==> src/rtl/mpw_pkg.sv <==
package mpw_pkg;
  typedef enum logic [1:0] {
    ST_HUNT = 2'd0,
    ST_ADDR = 2'd1,
    ST_DONE = 2'd2
  } mstate_e;
endpackage

==> src/rtl/mpw_byte_match.sv <==
module mpw_byte_match #(
  parameter int DATA_W     = 8,
  parameter int ADDR_BYTES = 6,
  localparam int IDX_W     = (ADDR_BYTES > 1) ? $clog2(ADDR_BYTES) : 1
) (
  input  logic [DATA_W-1:0]            data,
  input  logic [DATA_W*ADDR_BYTES-1:0] addr,
  input  logic [IDX_W-1:0]             idx,
  output logic                         is_ones,
  output logic                         hit_idx,
  output logic                         hit_first
);
  logic [ADDR_BYTES-1:0] eq;

  // byte 0 of the address is the first on the wire: the top slice
  for (genvar b = 0; b < ADDR_BYTES; b++) begin : g_cmp
    assign eq[b] = (data == addr[(ADDR_BYTES-1-b)*DATA_W +: DATA_W]);
  end

  assign is_ones   = &data;
  assign hit_idx   = eq[idx];
  assign hit_first = eq[0];
endmodule

==> src/rtl/mpw_seq.sv <==
module mpw_seq
  import mpw_pkg::*;
#(
  parameter int SYNC_LEN   = 6,
  parameter int ADDR_BYTES = 6,
  parameter int REPEATS    = 16,
  localparam int IDX_W     = (ADDR_BYTES > 1) ? $clog2(ADDR_BYTES) : 1,
  localparam int RUN_W     = $clog2(SYNC_LEN + 1),
  localparam int CPY_W     = (REPEATS > 1) ? $clog2(REPEATS) : 1
) (
  input  logic             clk,
  input  logic             rst_n,
  input  logic             en,
  input  logic             beat,
  input  logic             sof,
  input  logic             eof,
  input  logic             frame_good,
  input  logic             is_ones,
  input  logic             hit_idx,
  input  logic             hit_first,
  output logic [IDX_W-1:0] idx,
  output logic             commit
);
  localparam logic [RUN_W-1:0] RUN_MAX  = RUN_W'(SYNC_LEN);
  localparam logic [IDX_W-1:0] IDX_LAST = IDX_W'(ADDR_BYTES - 1);
  localparam logic [CPY_W-1:0] CPY_LAST = CPY_W'(REPEATS - 1);

  mstate_e          state_q, cur_s, nxt_s;
  logic [RUN_W-1:0] run_q, cur_r, nxt_r;
  logic [IDX_W-1:0] idx_q, cur_i, nxt_i;
  logic [CPY_W-1:0] cpy_q, cur_c, nxt_c;

  always_comb begin
    cur_s = state_q;
    cur_r = run_q;
    cur_i = idx_q;
    cur_c = cpy_q;
    if (sof) begin
      cur_s = ST_HUNT;
      cur_r = '0;
      cur_i = '0;
      cur_c = '0;
    end
    nxt_s = cur_s;
    nxt_r = cur_r;
    nxt_i = cur_i;
    nxt_c = cur_c;
    unique case (cur_s)
      ST_HUNT: begin
        if (cur_r == RUN_MAX && hit_first) begin
          nxt_s = ST_ADDR;
          nxt_i = IDX_W'(1);
          nxt_c = '0;
        end else if (is_ones) begin
          nxt_r = (cur_r == RUN_MAX) ? cur_r : cur_r + 1'b1;
        end else begin
          nxt_r = '0;
        end
      end
      ST_ADDR: begin
        if (hit_idx) begin
          if (cur_i == IDX_LAST) begin
            nxt_i = '0;
            if (cur_c == CPY_LAST) nxt_s = ST_DONE;
            else nxt_c = cur_c + 1'b1;
          end else begin
            nxt_i = cur_i + 1'b1;
          end
        end else begin
          nxt_s = ST_HUNT;
          nxt_r = is_ones ? RUN_W'(1) : '0;
          nxt_i = '0;
          nxt_c = '0;
        end
      end
      default: ;
    endcase
  end

  assign idx    = idx_q;
  assign commit = beat && eof && frame_good && (nxt_s == ST_DONE);

  always_ff @(posedge clk or negedge rst_n) begin
    if (!rst_n) begin
      state_q <= ST_HUNT;
      run_q   <= '0;
      idx_q   <= '0;
      cpy_q   <= '0;
    end else if (!en || (beat && eof)) begin
      state_q <= ST_HUNT;
      run_q   <= '0;
      idx_q   <= '0;
      cpy_q   <= '0;
    end else if (beat) begin
      state_q <= nxt_s;
      run_q   <= nxt_r;
      idx_q   <= nxt_i;
      cpy_q   <= nxt_c;
    end
  end

  AST_IDLE_WHEN_OFF: assert property (@(posedge clk) disable iff (!rst_n)
    !en |=> (state_q == ST_HUNT && run_q == '0));
  AST_RUN_BOUND: assert property (@(posedge clk) disable iff (!rst_n)
    run_q <= RUN_MAX);
  AST_HUNT_IDX_ZERO: assert property (@(posedge clk) disable iff (!rst_n)
    (state_q == ST_HUNT) |-> (idx_q == '0 && cpy_q == '0));
endmodule

==> src/rtl/mpw_status.sv <==
module mpw_status (
  input  logic clk,
  input  logic rst_n,
  input  logic set,
  input  logic clr_wr,
  input  logic clr_bit,
  output logic sts,
  output logic irq
);
  logic clr_hit;
  assign clr_hit = clr_wr & clr_bit;

  always_ff @(posedge clk or negedge rst_n) begin
    if (!rst_n) begin
      sts <= 1'b0;
      irq <= 1'b0;
    end else begin
      irq <= set;
      if (set) sts <= 1'b1;
      else if (clr_hit) sts <= 1'b0;
    end
  end

  AST_SET_WINS: assert property (@(posedge clk) disable iff (!rst_n)
    set |=> sts);
  AST_STICKY: assert property (@(posedge clk) disable iff (!rst_n)
    (sts && !clr_wr) |=> sts);
  AST_IRQ_SINGLE: assert property (@(posedge clk) disable iff (!rst_n)
    irq |=> !irq);
endmodule

==> src/rtl/mpkt_wake_top.sv <==
module mpkt_wake_top #(
  parameter int DATA_W     = 8,
  parameter int ADDR_BYTES = 6,
  parameter int SYNC_LEN   = 6,
  parameter int REPEATS    = 16,
  localparam int IDX_W     = (ADDR_BYTES > 1) ? $clog2(ADDR_BYTES) : 1
) (
  input  logic                         clk,
  input  logic                         rst_n,
  input  logic                         rx_cmd_en,
  input  logic                         rx_mac_en,
  input  logic                         s_valid,
  output logic                         s_ready,
  input  logic [DATA_W-1:0]            s_data,
  input  logic                         s_sof,
  input  logic                         s_eof,
  input  logic                         frame_good,
  input  logic [DATA_W*ADDR_BYTES-1:0] station_addr,
  input  logic                         clr_wr,
  input  logic                         clr_bit,
  output logic                         wake_sts,
  output logic                         wake_irq
);
  logic             en, beat, is_ones, hit_idx, hit_first, commit;
  logic [IDX_W-1:0] idx;

  assign s_ready = 1'b1;
  assign en      = rx_cmd_en & rx_mac_en;
  assign beat    = s_valid & s_ready & en;

  mpw_byte_match #(.DATA_W(DATA_W), .ADDR_BYTES(ADDR_BYTES)) u_match (
    .data(s_data), .addr(station_addr), .idx(idx),
    .is_ones(is_ones), .hit_idx(hit_idx), .hit_first(hit_first)
  );

  mpw_seq #(.SYNC_LEN(SYNC_LEN), .ADDR_BYTES(ADDR_BYTES), .REPEATS(REPEATS)) u_seq (
    .clk(clk), .rst_n(rst_n), .en(en), .beat(beat), .sof(s_sof), .eof(s_eof),
    .frame_good(frame_good), .is_ones(is_ones), .hit_idx(hit_idx),
    .hit_first(hit_first), .idx(idx), .commit(commit)
  );

  mpw_status u_sts (
    .clk(clk), .rst_n(rst_n), .set(commit), .clr_wr(clr_wr),
    .clr_bit(clr_bit), .sts(wake_sts), .irq(wake_irq)
  );

  AST_RISE_AT_GOOD_EOF: assert property (@(posedge clk) disable iff (!rst_n)
    $rose(wake_sts) |-> $past(s_valid && s_eof && frame_good && rx_cmd_en && rx_mac_en));
  AST_IRQ_WITH_STS: assert property (@(posedge clk) disable iff (!rst_n)
    wake_irq |-> wake_sts);
endmodule

==> config.mk <==
export PLATFORM = sky130hd
export DESIGN_NAME = mpkt_wake_top
export DESIGN_NICKNAME = d
export VERILOG_FILES = /design/src/rtl/mpw_pkg.sv /design/src/rtl/mpw_byte_match.sv /design/src/rtl/mpw_seq.sv /design/src/rtl/mpw_status.sv /design/src/rtl/mpkt_wake_top.sv
export SDC_FILE = /design/constraint.sdc
export NUM_CORES = 1
export LEC_CHECK = 0
export BUFFER_PORTS_ARGS = -buffer_cell sky130_fd_sc_hd__buf_2
export CAP_MARGIN = 5
export CORE_ASPECT_RATIO = 0.6
export CORE_MARGIN = 2
export CORE_UTILIZATION = 35
export DETAILED_ROUTE_END_ITERATION = 10
export PLACE_DENSITY = 0.73
export SYNTH_ARGS = -nofsm -noshare
export SYNTH_HDL_FRONTEND = slang
export SYNTH_SLANG_ARGS = --single-unit
==> constraint.sdc <==
create_clock -name clk -period 5.1 [get_ports clk]
set_input_delay 0.255 -clock clk [delete_from_list [all_inputs] [get_ports clk]]
set_output_delay 0.255 -clock clk [all_outputs]
set_load 0.05 [all_outputs]
==> results of run 1 <==
-- logic make-up (layout without fill, tap and decap cells) --
family / count (synthesis) / after routing / share of synthesized area
compound gates: 37 / 37 / 0.1747
xor+xnor: 49 / 49 / 0.2496
fa+ha+maj: 3 / 3 / 0.02184
buf+inv: 16 / 76 / 0.07350
flops: 14 / 14 / 0.2038
mux: 2 / 2 / 0.01237
other cells: 1 / 1 / 0.002181
simple gates: 80 / 80 / 0.2620
-- registers in the layout, indices dropped and copies added, names as in the netlist --
| register | count |
|---|---|
| u_seq.cpy_q | 4 |
| u_seq.idx | 3 |
| u_seq.run_q | 3 |
| u_seq.state_q | 2 |
| u_sts.irq | 1 |
| u_sts.sts | 1 |
-- critical path, stage by stage (launching register included) --
cell	delay, ns
dfrtp_1	0.45
nand2b_1	0.21
nor2_1	0.70
o211ai_2	0.39
a41o_1	0.34
-- layout by cell type (no fill, tap or decap), types with 5 or more instances in the layout --
cell,netlist,layout
a21oi_1,5,5
a31oi_1,5,5
buf_2,1,67
dfrtp_1,14,14
nand2_1,14,14
nand3_1,7,7
nand4_1,13,13
nor2_1,11,11
nor2b_1,9,9
nor3_1,6,6
nor4_1,5,5
xnor2_1,19,19
xor2_1,30,30
-- power by group --
part           switching, mW  internal [mW]  total, mW
Clock                 0.0441         0.0686      0.113
Combinational         0.0464         0.0412     0.0876
Sequential        0.00000395          0.111      0.111
Total                 0.0904          0.221      0.311
-- timing repair --
item,4_1_cts,5_1_grt
hold buffers,1,0
setup buffers,0,0
hold endpoints to repair,14,0
-- path summary, 6_finish.rpt --
check | start | end | slack, ns | depth (start not counted)
min in group asynchronous | rst_n | u_seq.run_q[0] | 0.45 | 2
hold / removal | clr_bit | u_sts.sts | 0.30 | 3
setup / recovery | u_seq.state_q[1] | u_seq.run_q[1] | 2.90 | 4
setup reg to reg | u_seq.state_q[1] | u_seq.run_q[1] | 2.90 | 4
max in group asynchronous | rst_n | u_sts.irq | 4.38 | 2
hold reg to reg | u_seq.cpy_q[1] | u_seq.cpy_q[1] | 0.46 | 2
-- through the flow --
stage | utilization | total power [mW]
finish | 0.4479 | 0.3113
global route | 0.4479 | 0.3271
CTS | 0.4479 | 0.3117
detailed placement | 0.4339 | 0.1993
global placement | 0.4339 | 0.1985
floorplan | - | 0.1666
-- per-layer routing --
layer,global-route usage,part of all wire,vias to the layer above
li1,-,-,846
met1,0.2962,0.50,846
met2,0.2408,0.39,77
met3,0.06632,0.11,2
met4,0.01242,0.0016,0
met5,0,0,-
-- cell type report --
class	count	area, um^2	area share
inverter	4	15.01	0.007194
multi-input combinational	172	1242	0.5953
timing repair buffer	68	345.3	0.1655
clock buffer	4	55.05	0.02638
tap	63	78.83	0.03777
sequential	14	350.3	0.1679
==> run metrics, run 1 <==
status=finished, final reports clean; Cells after Synth=202; Max Cap Viol=0; Setup WS post-layout=2.903 ns; sequential element share of the synthesized area=0.2038; Fmax=455.2 MHz; CTS buffer count=3; post-DR vias/cell=5.449; Power Dens Cells=149.2 nW/um^2; Area growth syn-to-layout=21.40%; Synth Cell Area=1719 um^2; CP max FO=11; fin nets=332; Inst Count DP=320; io pins=69; IO buf count=67; startpoint types=register; drc violations=0; count of different cell masters after synthesis=52; antenna-violating nets left=0; Tmin final=2.197 ns; Synth Flop Type=dfrtp_1; clock transition at the registers of the reported paths=0.06 ns; Hold Crit Class=primary input to register; syn avg cell area=8.511 um^2; number of global-route vias before repair=1593; Filler Cell Count=469; Ys Warns=0; top cell type's share of synthesized area=0.2038; clock root cell=clkbuf_8; DP HPWL=4029 um; async set or reset register ratio after synthesis=1.000; hold slack=0.3006 ns; fin cells=325; FP Rows=19; Slew Viols, Final=0; crit path DAT=2.34 ns; Tot GR Track Use=0.1849; largest net degree at the start of global routing=15; Hold Vio Cnt, Final=0; initial DRC count=141; Post-CTS Resized=0; clk sinks=14; first-pass GRT wire length=7859 um; Yosys reg bits=14; Tcrit/Tclk final=0.4308; post-synth top area cell=dfrtp_1; Rel. slew slack=0.4026; clock latency on the worst-skew pair=0.25 ns; worst endpoint required time=5.24 ns; CTS tree=done; top-count cell post-synth=xor2_1; routed len/inst=15.15 um; top post-synthesis cells by area=dfrtp_1 20%, xor2_1 15%, xnor2_1 9.7%; commonest cells in the netlist=30 x xor2_1, 19 x xnor2_1, 14 x dfrtp_1, 14 x nand2_1, 13 x nand4_1; via count=1771; diode count=0; CTS Buffer Depth=2; Post-synth EDFFs=0; peak supply drop=122.7 uV; RSZ-0062 raised after global routing=no; leakage=0.9208 nW; GR Overflow Total=0; Die Wd=94.48 um; Starting Density=0.3690; critical path class=register to register; Die ar.=5507 um^2; nature of the critical path endpoint=register; Routed Wire Length=4923 um; placed cell areas=2022 um^2; share of layout cells above drive strength 1=0.3282; Final setup viols=0; core area=4659 um^2; Detailed Routing Iterations Pass 1=5; syn nets=271; Worst-Margin Slew=0.8928 ns; die height=58.29 um; Final Cell Area=2087 um^2; depth of the CTS H-tree=1; Layout Skew=0.005204 ns; initial antenna violation count=0; Sum Neg Setup Slack=0 ns; Place WS=2.900 ns; GP Congestion=0.8989
Note: power is estimated with default switching activity, not from simulation.
==> run 2: changes to the inputs <==
--- a/config.mk
+++ b/config.mk
@@ -11,7 +11,7 @@
 export CORE_MARGIN = 2
 export CORE_UTILIZATION = 35
 export DETAILED_ROUTE_END_ITERATION = 10
-export PLACE_DENSITY = 0.73
+export PLACE_DENSITY = 0.75
 export SYNTH_ARGS = -nofsm -noshare
 export SYNTH_HDL_FRONTEND = slang
 export SYNTH_SLANG_ARGS = --single-unit
==> constraint.sdc (replaced) <==
create_clock -name clk -period 1.9 [get_ports clk]
set_input_delay 0.095 -clock clk [delete_from_list [all_inputs] [get_ports clk]]
set_output_delay 0.095 -clock clk [all_outputs]
set_load 0.05 [all_outputs]
==> run 2 against run 1 <==
Against the previous run:
- sequential share of layout area is 1.9 points lower
- critical path depth is 5 higher
- total power rose to 2.8 times the previous value
- critical path type unchanged
- largest power group is now registers
==> run metrics, run 2 (same netlist as run 1, synthesis figures left out) <==
GP Congestion=0.9402; Critical-path top delay cell=dfrtp_1; Comb power frac=0.309; Fmax=537.7 MHz; drc violations=0; via count=1871; Die ar.=5507 um^2; Tmin final=1.860 ns; Filler Cell Count=441; GR Overflow Total=0; placed cell areas=2202 um^2; initial DRC count=208; IO buf count=67; worst endpoint required time=2.02 ns; Max Cap Viol=0; DP HPWL=4540 um; power consumption=0.8635 mW; clock latency on the worst-skew pair=0.25 ns; cell family with most CP delay=simple AND/OR/NAND/NOR gates; clock root cell=clkbuf_8; worst-path cell chain=nand2b_1, ha_4, nand2_4, nor3_4, buf_6, o21ba_4, o22ai_4, a41oi_2, mux2i_1; diode count=0; number of global-route vias before repair=1714; core area=4659 um^2; Slew Viols, Final=0; CTS tree=done; io pins=69; CTS Buffer Depth=2; first-pass GRT wire length=8528 um; crit path DAT=1.98 ns; depth of the CTS H-tree=1; nature of the critical path endpoint=register; fin nets=359; post-DR vias/cell=5.315; FP Rows=19; max reg flops=4; Tcrit/Tclk final=0.9789; largest net degree at the start of global routing=15; largest reg by FF count=u_seq.cpy_q; critical path class=register to register; Hold Crit Class=primary input to register; RSZ-0062 raised after global routing=yes; antenna-violating nets left=0; Detailed Routing Iterations Pass 1=4; Power Dens Cells=365.1 nW/um^2; Starting Density=0.3690; Setup WS post-layout=0.04012 ns; Area growth syn-to-layout=37.55%; commonest cells after routing, fill and taps aside=67 x buf_2, 30 x xor2_1, 26 x buf_4; status=finished, final reports clean; Final Cell Area=2365 um^2; Tot GR Track Use=0.2030; Net Sw Power=0.2513 mW; peak supply drop=316.4 uV; Die Wd=94.48 um; initial antenna violation count=0; share of layout cells above drive strength 1=0.4221; Flop pwr share=0.345; Layout Skew=0.002045 ns; clock transition at the registers of the reported paths=0.06 ns; CTS buffer count=3; leakage=1.080 nW; most common cell after layout, fill and taps aside=buf_2; final core occ=0.5075; CP max FO=4; Hold Vio Cnt, Final=0; Pint=0.6122 mW; Switching Fraction=0.2910; Routed Wire Length=5553 um; Place WS=-0.06009 ns; Clk network pwr share=0.346; routed len/inst=15.78 um; Final setup viols=0; clk sinks=14; startpoint types=register; Worst Path Buf+Inv=1; die height=58.29 um; CP max stage delay=0.43 ns
==> run 2: cell types whose count changed in the layout (fill, tap and decap cells not counted), sizes merged <==
cell  change
buf      +27
==> run 2: worst paths after layout <==
path,slack [ns],start,endpoint,depth (start not counted)
max,0.04,u_seq.run_q[0],u_seq.idx[1],9
min,0.13,clr_bit,u_sts.sts,3
max reg2reg,0.04,u_seq.run_q[0],u_seq.idx[1],9
min reg2reg,0.50,u_sts.sts,u_sts.sts,1
max in group asynchronous,1.34,rst_n,u_seq.idx[0],2
min in group asynchronous,0.28,rst_n,u_seq.idx[1],2
==> run 2: worst min-delay path, cell delays in order <==
cell and delay, ns:
buf_2 0.09, nand2_1 0.05, a22o_1 0.11
==> run 2: per-layer routing <==
metal	track usage	part of all wire
met4	0.01242	0
met2	0.2745	0.41
met5	0	0
met3	0.04941	0.10
met1	0.3325	0.49
==> run 2: per-stage QoR <==
stage                     hold slack [ns]  cells   TNS, ns
after detailed placement          0.02141    344   -0.1937
after global placement            0.01377    344  -0.07822
after floorplan                   -0.2006    202         0
final                              0.1271    352         0
after global routing               0.1509    352  -0.07039
after CTS                          0.1248    350         0
==> run 2: final cells by class <==
| class | instances | area [um^2] | area share |
|---|---|---|---|
| clock buffer | 4 | 55.05 | 0.02328 |
| tap | 63 | 78.83 | 0.03333 |
| multi-input combinational | 172 | 1313 | 0.5550 |
| sequential | 14 | 351.6 | 0.1487 |
| timing repair buffer | 95 | 551.8 | 0.2333 |
| inverter | 4 | 15.01 | 0.006349 |
==> run 2: power groups by stage <==
stage               clock network (mW)  logic [mW]  registers (mW)
floorplan                            0       0.144           0.304
global route                     0.314       0.288           0.298
finish                           0.298       0.267           0.298
detailed placement                   0       0.257           0.304
CTS                              0.306       0.260           0.298
global placement                     0       0.253           0.304
==> run 2: what timing repair did <==
item                                    in CTS  in global routing
pin swaps                                    0                  7
hold endpoints to repair                    14                  0
buffers inserted                             1                  2
hold buffers                                 1                  0
endpoints found under the setup margin       3                 10
resized for setup                            1                 15
